## src/rtl/ref_divider.sv

```systemverilog
`timescale 1ns/1ps
module ref_divider #(
  parameter int PRE_DIV = 100,
  parameter int DIV_W   = 5
)(
  input  logic       clk,
  input  logic       rst,
  input  logic [2:0] sel_in,
  input  logic       load,
  output logic       cmp_pulse,
  output logic       mon_out
);
  localparam int PRE_W = $clog2(PRE_DIV);
  localparam int HALF  = PRE_DIV / 2;

  logic [PRE_W-1:0] pre_cnt;
  logic [DIV_W-1:0] div_cnt;
  logic [DIV_W-1:0] ratio;
  logic [2:0]       pend_sel;
  logic [2:0]       active_sel;
  logic             pre_tc, mon_edge, div_last, tc;

  always_comb begin
    case (active_sel)
      3'd0: ratio = DIV_W'(16);
      3'd1: ratio = DIV_W'(8);
      3'd2: ratio = DIV_W'(4);
      3'd3: ratio = DIV_W'(2);
      3'd4: ratio = DIV_W'(20);
      3'd5: ratio = DIV_W'(10);
      3'd6: ratio = DIV_W'(5);
      3'd7: ratio = DIV_W'(1);
    endcase
  end

  assign pre_tc   = pre_cnt == PRE_W'(PRE_DIV - 1);
  assign mon_edge = pre_tc || (pre_cnt == PRE_W'(HALF - 1));
  assign div_last = div_cnt == (ratio - DIV_W'(1));
  assign tc       = pre_tc && div_last;

  always_ff @(posedge clk) begin
    if (rst) begin
      pre_cnt    <= '0;
      div_cnt    <= '0;
      pend_sel   <= 3'd0;
      active_sel <= 3'd0;
      mon_out    <= 1'b0;
      cmp_pulse  <= 1'b0;
    end else begin
      pre_cnt   <= pre_tc ? '0 : pre_cnt + PRE_W'(1);
      cmp_pulse <= tc;
      if (mon_edge) mon_out <= ~mon_out;
      if (load) pend_sel <= sel_in;
      if (pre_tc) div_cnt <= div_last ? '0 : div_cnt + DIV_W'(1);
      if (tc) active_sel <= load ? sel_in : pend_sel;
    end
  end
endmodule

```

## config.mk

```make
export PLATFORM = sky130hd
export DESIGN_NAME = ref_divider
export DESIGN_NICKNAME = d
export VERILOG_FILES = /design/src/rtl/ref_divider.sv
export SDC_FILE = /design/constraint.sdc
export NUM_CORES = 1
export LEC_CHECK = 0
export BUFFER_PORTS_ARGS = -buffer_cell sky130_fd_sc_hd__buf_2
export CORE_MARGIN = 4
export CORE_UTILIZATION = 45
export CTS_BUF_LIST = sky130_fd_sc_hd__clkbuf_8
export CTS_CLUSTER_SIZE = 20
export DETAILED_ROUTE_END_ITERATION = 8
export GPL_TIMING_DRIVEN = 0
export PLACE_DENSITY = 0.62
export SLEW_MARGIN = 30
export SYNTH_ARGS = -nofsm -noshare
export SYNTH_HDL_FRONTEND = slang
export SYNTH_SLANG_ARGS = --single-unit
```

## constraint.sdc

```tcl
create_clock -name clk -period 2.5 [get_ports clk]
set_input_delay 0.5 -clock clk [delete_from_list [all_inputs] [get_ports clk]]
set_output_delay 0.5 -clock clk [all_outputs]
set_load 0.01 [all_outputs]
```

==> results.ini <==
[clock_tree]
ctsHoldBuffers=0
cts_made_buffers=3
cts_setup_buffers=0
clkTransAtPathRegs_ps=90
max-clock-path-buffers=2
ctsResizeCount=0
htree_levels=1
clock-root-buffer=clkbuf_8
clock_latency_ps=270
cts_sinks=25
cts_tree=built

[pwr]
powerDensity_nw_per_um2=508.6
total_leakage_power_nw=0.4968
power_mw=0.6949
combPwrFrac=0.055
p_sw_frac=0.2273
irDropWorstVdd_uv=506.7
switchingPower_mw=0.1579
clkPwrFrac=0.348
intPower_mw=0.5370
pwr-share-seq=0.597

[synth]
synthFlopType=dfxtp_1
synth_area_leader_cell=dfxtp_1
synth_nets=138
async_flop_share=0
syn_inst=128
yosysUniqueCellTypes=36
synth_commonest_cells=dfxtp_1, nor2_1, nor3_1, xnor2_1, xor2_1
synth_area_leaders=dfxtp_1, xnor2_1, xor2_1
syn_avg_cell_area_um2=9.765
synth_edf_count=0
netlist.area_leader.share=0.4004
ys_ff_latch=25
yosysSeqAreaShare=0.4004
synth.most_common_cell=dfxtp_1
ys_warn_count=0
syn-cell-area_um2=1250

[floorplanning]
fp.dieH_um=60.71
pin_count=8
core_um2=2567
dieArea_um2=3685
rows=18
die_x_um=60.71
initial_core_util=0.4868

[route]
antenna_left=0
route.detailed.drc=0
wl_per_cell_um=12.28
vias=899
dr.pass1.iters=4
drtIter0Drc=36
via_per_inst=5.351
totalWireLength_um=2063

[timing]
fin_crit_sh=0.8318
setup_viol=0
worst_pin_slew_ps=614.3
timing.hold.ws_ps=497.8
post-route-min-period_ps=2080
relSlewSlack=0.5895
setup_tns_ps=0
drv_slew=0
hold_viol=0
rsz0062_at_grt=no
max_clock_freq_mhz=480.9
clock_skew_ps=7.409

[worst_setup_path]
critical_path_arrival_ps=2240
crit_path_end_kind=register
required_ps=2660
critPathKind=register to register
worstPathMaxFanout=10
reg2reg_slack_ps=420
r2r_start=ratio[0]
reg2regPathDepth=7
reg2reg_to=active_sel[1]
start_kind=register

[finish]
fillerInstances=244
nets=149
syn2layout_area_growth_pct=9.309
drive_gt1_frac=0.1522
n_antenna_cell=0

[global_route]
grt_pass1_wl_um=3746
antenna_found_initial=0
grt_max_degree=16
grt_overflow_total=0
first_global_vias=846
grt_usage=0.1342

[place]
place_congestion=0.7645
io_buffers=6
hpwl_um=1589

[outcome]
outcome=finished clean

[hold_path]
min_from=pre_cnt[0]
min_to=pre_cnt[0]
hold_depth=1
hp-class=register to register

[flow_run]
drv_cap=0

-- worst max-delay path by stage --
stage / startpoint / to / slack, ps / depth (start not counted)
finish: ratio[0] / active_sel[1] / 420 / 7
global route: ratio[0] / active_sel[1] / 260 / 7
CTS: ratio[0] / active_sel[1] / 400 / 7
detailed placement: ratio[0] / ratio[1] / 420 / 7
global placement: ratio[0] / ratio[1] / 450 / 7
floorplan: ratio[0] / active_sel[1] / 580 / 7
-- registers in the layout (all words and copies together) (netlist names) --
signal	cells
active_sel	3
cmp_pulse	1
div_cnt	5
mon_out	1
pend_sel	3
pre_cnt	7
ratio	5
-- stage by stage --
step | cells | setup slack [ps] | cell area (um2) | util
after CTS | 168 | 403.2 | 1366 | 0.5322
after global routing | 168 | 260.0 | 1366 | 0.5322
after detailed placement | 164 | 419.4 | 1318 | 0.5132
after floorplan | 128 | 584.5 | 1250 | -
after global placement | 164 | 445.0 | 1318 | 0.5132
final | 168 | 420.4 | 1366 | 0.5322
-- layout by cell type, fill, tap and decap left out --
cell,netlist,final
nor3_1,10,10
xnor2_1,10,10
clkbuf_1,3,3
mux2i_1,6,6
buf_6,1,1
or2b_2,1,1
nor2_1,12,12
nand4bb_1,1,1
mux2_4,3,3
nor2_8,1,1
nand4_1,1,1
or3b_1,1,1
buf_2,0,6
clkinvlp_4,0,1
buf_1,1,1
xor2_1,7,7
nand2b_1,1,1
dfxtp_1,25,25
a21boi_2,1,1
a21oi_1,3,3
or2_1,1,1
a211oi_2,1,1
inv_1,4,4
o41ai_1,2,2
ha_1,4,4
and3_1,1,1
nand4b_1,1,1
o311ai_4,1,1
nand3b_1,5,5
nor2b_1,2,2
a211oi_1,1,1
nand3_1,4,4
o21ai_0,3,3
or2_2,1,1
a31oi_1,1,1
nand2_1,6,6
clkbuf_8,0,3
nor3_2,1,1
o22ai_1,1,1
-- power by group through the flow --
stage	sequential, mW	combinational, mW	clock [mW]
finish	0.415	0.0383	0.242
global route	0.417	0.0437	0.267
floorplan	0.422	0.0288	0
global placement	0.423	0.0381	0
detailed placement	0.424	0.0390	0
CTS	0.415	0.0391	0.250
-- final cells by class --
| type | instances | area, um2 | share of cell area |
|---|---|---|---|
| clock inverters | 1 | 7.507 | 0.005495 |
| well taps | 30 | 37.54 | 0.02747 |
| flip-flops and latches | 25 | 500.5 | 0.3663 |
| multi-input cells | 94 | 708.2 | 0.5183 |
| plain buffers | 5 | 26.28 | 0.01923 |
| inverters | 4 | 15.01 | 0.01099 |
| clock buffers | 3 | 41.29 | 0.03022 |
| repair buffers | 6 | 30.03 | 0.02198 |
-- critical path, cell delays in order (launching register included) --
cell and delay (ps):
dfxtp_1 380, inv_1 60, ha_1 310, xnor2_1 140
a211oi_2 270, o311ai_4 250, nor2_8 240, mux2_4 310
-- kinds of logic after synthesis --
family	share of synthesized area
simple gates	0.2292
flops	0.4004
xor+xnor	0.1191
compound gates	0.09410
buf+inv	0.03303
mux	0.08408
fa+ha+maj	0.04004
-- routing by layer --
| metal | GRT usage | vias up | share of wire |
|---|---|---|---|
| met1 | 0.1662 | 424 | 0.49 |
| met5 | 0 | - | 0 |
| met4 | 0.03715 | 0 | 0.011 |
| li1 | - | 467 | - |
| met3 | 0.03830 | 2 | 0.023 |
| met2 | 0.2275 | 6 | 0.47 |
No activity file was read; power rests on OpenSTA's default activity.
